### src/rtl/acc_alu_pkg.sv
package acc_alu_pkg;

    typedef enum logic [2:0] {
        OP_IDLE = 3'd0,
        OP_SUB  = 3'd1,
        OP_ADD  = 3'd2,
        OP_AND  = 3'd3,
        OP_OR   = 3'd4,
        OP_NOT  = 3'd5
    } op_kind_t;

    localparam int NUM_OP_LINES = 5;

endpackage

### src/rtl/acc_alu_decode.sv
// Priority encoder from the five operation control lines to one operation kind.
// Bit order of op_lines: [4]=sub, [3]=add, [2]=and, [1]=or, [0]=not.
module acc_alu_decode
    import acc_alu_pkg::*;
(
    input  logic [NUM_OP_LINES-1:0] op_lines,
    output op_kind_t                kind
);

    always_comb begin
        // subtract outranks add, add outranks AND, AND outranks OR, OR outranks NOT
        if (op_lines[4])      kind = OP_SUB;
        else if (op_lines[3]) kind = OP_ADD;
        else if (op_lines[2]) kind = OP_AND;
        else if (op_lines[1]) kind = OP_OR;
        else if (op_lines[0]) kind = OP_NOT;
        else                  kind = OP_IDLE;
    end

endmodule

### src/rtl/acc_alu_compute.sv
// Combinational result generator for the selected operation kind.
module acc_alu_compute
    import acc_alu_pkg::*;
#(
    parameter int WIDTH = 8
) (
    input  op_kind_t         kind,
    input  logic [WIDTH-1:0] a_val,
    input  logic [WIDTH-1:0] b_val,
    output logic [WIDTH-1:0] result
);

    always_comb begin
        unique case (kind)
            OP_SUB:  result = a_val - b_val;  // wraps modulo 2**WIDTH
            OP_ADD:  result = a_val + b_val;
            OP_AND:  result = a_val & b_val;
            OP_OR:   result = a_val | b_val;
            OP_NOT:  result = ~a_val;         // b_val not used
            OP_IDLE: result = a_val;
            default: result = a_val;
        endcase
    end

endmodule

### src/rtl/acc_alu.sv
module acc_alu
    import acc_alu_pkg::*;
#(
    parameter int WIDTH = 8
) (
    input  logic             clk,
    input  logic             rst,
    input  logic [WIDTH-1:0] bus_in,
    input  logic             load_a,
    input  logic             load_b,
    input  logic             op_sub,
    input  logic             op_add,
    input  logic             op_and,
    input  logic             op_or,
    input  logic             op_not,
    input  logic             drive_a,
    output logic [WIDTH-1:0] acc_out,
    output logic [WIDTH-1:0] bus_out
);

    logic [WIDTH-1:0]        a_q;
    logic [WIDTH-1:0]        b_q;
    logic [WIDTH-1:0]        alu_result;
    logic [NUM_OP_LINES-1:0] op_lines;
    op_kind_t                kind;

    assign op_lines = {op_sub, op_add, op_and, op_or, op_not};

    acc_alu_decode u_decode (
        .op_lines (op_lines),
        .kind     (kind)
    );

    acc_alu_compute #(.WIDTH(WIDTH)) u_compute (
        .kind   (kind),
        .a_val  (a_q),
        .b_val  (b_q),
        .result (alu_result)
    );

    // State register process: A and B
    always_ff @(posedge clk) begin
        if (rst) begin
            a_q <= '0;
            b_q <= '0;
        end else begin
            unique case (kind)
                OP_IDLE: if (load_a) a_q <= bus_in;
                default: a_q <= alu_result;           // op beats load_a
            endcase
            if (load_b) b_q <= bus_in;
        end
    end

    // Output process
    always_comb begin
        acc_out = a_q;
        bus_out = drive_a ? a_q : '0;
    end

endmodule

### config.mk
export PLATFORM = sky130hd
export DESIGN_NAME = acc_alu
export DESIGN_NICKNAME = d
export VERILOG_FILES = /design/src/rtl/acc_alu_pkg.sv /design/src/rtl/acc_alu_decode.sv /design/src/rtl/acc_alu_compute.sv /design/src/rtl/acc_alu.sv
export SDC_FILE = /design/constraint.sdc
export NUM_CORES = 1
export LEC_CHECK = 0
export BUFFER_PORTS_ARGS = -buffer_cell sky130_fd_sc_hd__buf_2
export CELL_PAD_IN_SITES_DETAIL_PLACEMENT = 1
export CELL_PAD_IN_SITES_GLOBAL_PLACEMENT = 1
export CORE_MARGIN = 3
export CORE_UTILIZATION = 35
export DETAILED_ROUTE_END_ITERATION = 10
export PLACE_DENSITY_LB_ADDON = 0.1
export SYNTH_ARGS = -nofsm -noshare
export SYNTH_HDL_FRONTEND = slang
export SYNTH_SLANG_ARGS = --single-unit
### constraint.sdc
create_clock -name clk -period 2.1 [get_ports clk]
set_input_delay 0.315 -clock clk [delete_from_list [all_inputs] [get_ports clk]]
set_output_delay 0.315 -clock clk [all_outputs]
set_load 0.02 [all_outputs]
==> out/metrics.cfg <==
[placed_design]
dp.cells = 283
port_buffers = 33
gp_congestion = 0.868
hpwl_um = 4030

[yosys]
synth_top_area_frac = 0.222
yosysMostFrequentCell = a21oi_1
synth_commonest_cells = 18 x a21oi_1, 16 x dfxtp_1, 16 x nor2_1
yosysSeqAreaShare = 0.222
synth_largest_area_cell = dfxtp_1
syn_area_per_cell_um2 = 7.93
synth_area_um2 = 1440
yosys_warnings = 0
yosys-top-cells-area = dfxtp_1 22%, ha_1 9.5%, mux2i_1 8.3%
yosys_most_used_dff = dfxtp_1
syn_inst = 182
synth.distinct_cells = 41
synth-seq-cells = 16
synth_edf_count = 0
synthesis.nets = 212
postSynth.asyncResetShare = 0

[routing]
via_per_inst = 5.68
wirelength_um = 5610
drtIter0Drc = 88
wirelength_met1_um = 2460
drc_errors = 0
wire_per_inst_um = 19.4
drt-pass1-iter-count = 4
routed.top_layer = met4
vias = 1641
ant_nets = 0
wl_met2_um = 2790
met3_length_um = 260

[sta]
slew_headroom = 0.725
hold_viol_final = 0
setup_tns_ns = -0.156
period_minus_slack_ns = 2.25
drv_slew = 0
fmax_mhz = 444
hold_ws_ns = 0.322
timing.final.crit_share = 1.07
setup_viol = 2
finalClockSkew_ns = 0.00974
tightest_slew_ns = 0.408
setup_slack_ns = -0.150
rsz0062_at_grt = true

[floorplan]
fp.dieArea_um2 = 4930
initial_core_util = 0.377
chipHeight_um = 70.2
die_x_um = 70.2
fp-row-count = 22
coreArea_um2 = 3830
ios = 34

[min_path]
hold_path_class = in -> reg

[critical_path]
crit_top_cell = xnor2_2
rrSetupSlack_ns = -0.15
crit_chain = nor4_4 -> buf_4 -> a21oi_2 -> xnor2_2 -> ha_2 -> or4_4 -> o22ai_4 -> xnor2_2 -> o31ai_1
r2r-end = acc_out[7]$_SDFFE_PP0P_
critPathArrivalTime_ns = 2.41
critical_path_required_ns = 2.26
worstPathMaxFanout = 2
critPathMaxStageDelay_ns = 0.53
critical_path_class = reg -> reg
critical_path.endpoint = acc_out[7]$_SDFFE_PP0P_
cp-startpoint = b_q[5]$_SDFFE_PP0P_
rr_startpoint = b_q[5]$_SDFFE_PP0P_
start_kind = register
end_kind = register
r2r_cells = 9
critPathSlowestCell = or4_4

[clock_network]
clk_pin_slew_ns = 0.06
cts-htree-levels = 1
cts_tree = yes
cts_made_buffers = 3
clk_path_buf_depth = 2
cts_num_sinks = 16
cts-root-buf = clkbuf_8
clkLatencyLatePin_ns = 0.26

[pwr]
power_density_nw_per_um2 = 747
peakVddDrop_mv = 0.379
leakagePower_nw = 0.950

[global_route]
grt_use_total = 0.218
grt_max_degree = 16
grt_pass1_vias = 1640
antenna_found_initial = 0
grt_pass1_wl_um = 8550
grt_overflow_total = 0

[job]
drv_cap = 0

[cells_and_area]
drive_gt1_frac = 0.432
antenna_cells = 0
utilization = 0.543
area_growth_pct = 44.0
final_nets = 272
fillers = 468
stdcell_count = 289

[run_status]
violations = negative setup slack
status = complete, but fails checks

[how the worst min path moves through the flow]
stage | startpoint | end | slack (ns) | depth (start not counted)
after detailed placement | b_q[0]$_SDFFE_PP0P_ | b_q[0]$_SDFFE_PP0P_ | 0.51 | 2
after global placement | b_q[6]$_SDFFE_PP0P_ | b_q[6]$_SDFFE_PP0P_ | 0.47 | 2
after global routing | bus_in[2] | b_q[2]$_SDFFE_PP0P_ | 0.36 | 3
after CTS | bus_in[0] | b_q[0]$_SDFFE_PP0P_ | 0.32 | 3
after floorplan | rst | acc_out[5]$_SDFFE_PP0P_ | 0.39 | 1
final | bus_in[0] | b_q[0]$_SDFFE_PP0P_ | 0.32 | 3
[sequential cells by signal (all words and copies together), names as in the netlist]
register / cells
b_q: 8
acc_out: 8
[cell usage in the layout, fill, tap and decap left out, types with 3 or more instances in the layout]
master    count
buf_2        33
ha_1          7
and2_1        9
a21o_1        3
dfxtp_2       6
o211ai_1      4
dfxtp_1      10
clkbuf_8      4
a21oi_1      14
inv_1        10
mux2i_1      12
nor2_1       13
a21oi_2       5
xor2_1        3
ha_2          3
o21ai_0       6
buf_4        29
xnor2_1       4
nor2b_1       4
o21a_1        4
a31oi_1       4
nand2_1       8
o221ai_1      4
[power by group]
part,leakage (nW),internal (mW),total (mW),switching (mW)
Sequential,0.134,0.351,0.424,0.0730
Combinational,0.787,0.409,0.845,0.436
Clock,0.0288,0.167,0.283,0.117
Total,0.950,0.926,1.55,0.626
[layout make-up]
class	count	area (um^2)	share of cell area
multi-input cells	146	1190	0.575
repair buffers	63	394	0.190
flip-flops and latches	16	328	0.158
well taps	48	60.1	0.0289
clock buffers	4	55.1	0.0265
inverters	12	45.0	0.0217
[per-stage QoR]
step	area, um^2	setup WS (ns)	total power [mW]
after floorplan	1460	0.0292	0.858
after CTS	1990	-0.0186	1.48
after global placement	1860	-0.277	1.11
after detailed placement	1860	-0.282	1.13
final	2080	-0.150	1.55
after global routing	2080	-0.234	1.65
[logic make-up after synthesis]
| logic type | share of synthesized area |
|---|---|
| DFF | 0.222 |
| buffers and inverters | 0.0555 |
| xor gates and xnor gates | 0.0607 |
| AOI/OAI and AO/OA | 0.281 |
| and+or+nand+nor | 0.173 |
| muxes | 0.0989 |
| adders and majority gates | 0.109 |
[metal layers]
| layer | vias up | track usage |
|---|---|---|
| li1 | 783 | - |
| met1 | 804 | 0.297 |
| met2 | 48 | 0.360 |
| met3 | 6 | 0.0345 |
| met4 | 0 | 0.0447 |
| met5 | - | 0 |
[worst max-delay path, delay by kind of cell, from the launching register on]
kind / cells / cell delay [ns]
xor+xnor: 2 / 0.23
flops: 1 / 0.35
fa+ha+maj: 1 / 0.18
buf+inv: 1 / 0.18
compound gates: 3 / 0.40
simple gates: 2 / 0.85
[timing repair]
action / in CTS / in global routing
hold buffers: 0 / 0
pin swaps: 9 / 6
setup buffers: 1 / 1
setup endpoints to repair: 5 / 5
cloned: 0 / 0
gates resized for setup: 21 / 17
Note: power is estimated with default switching activity, not from simulation.
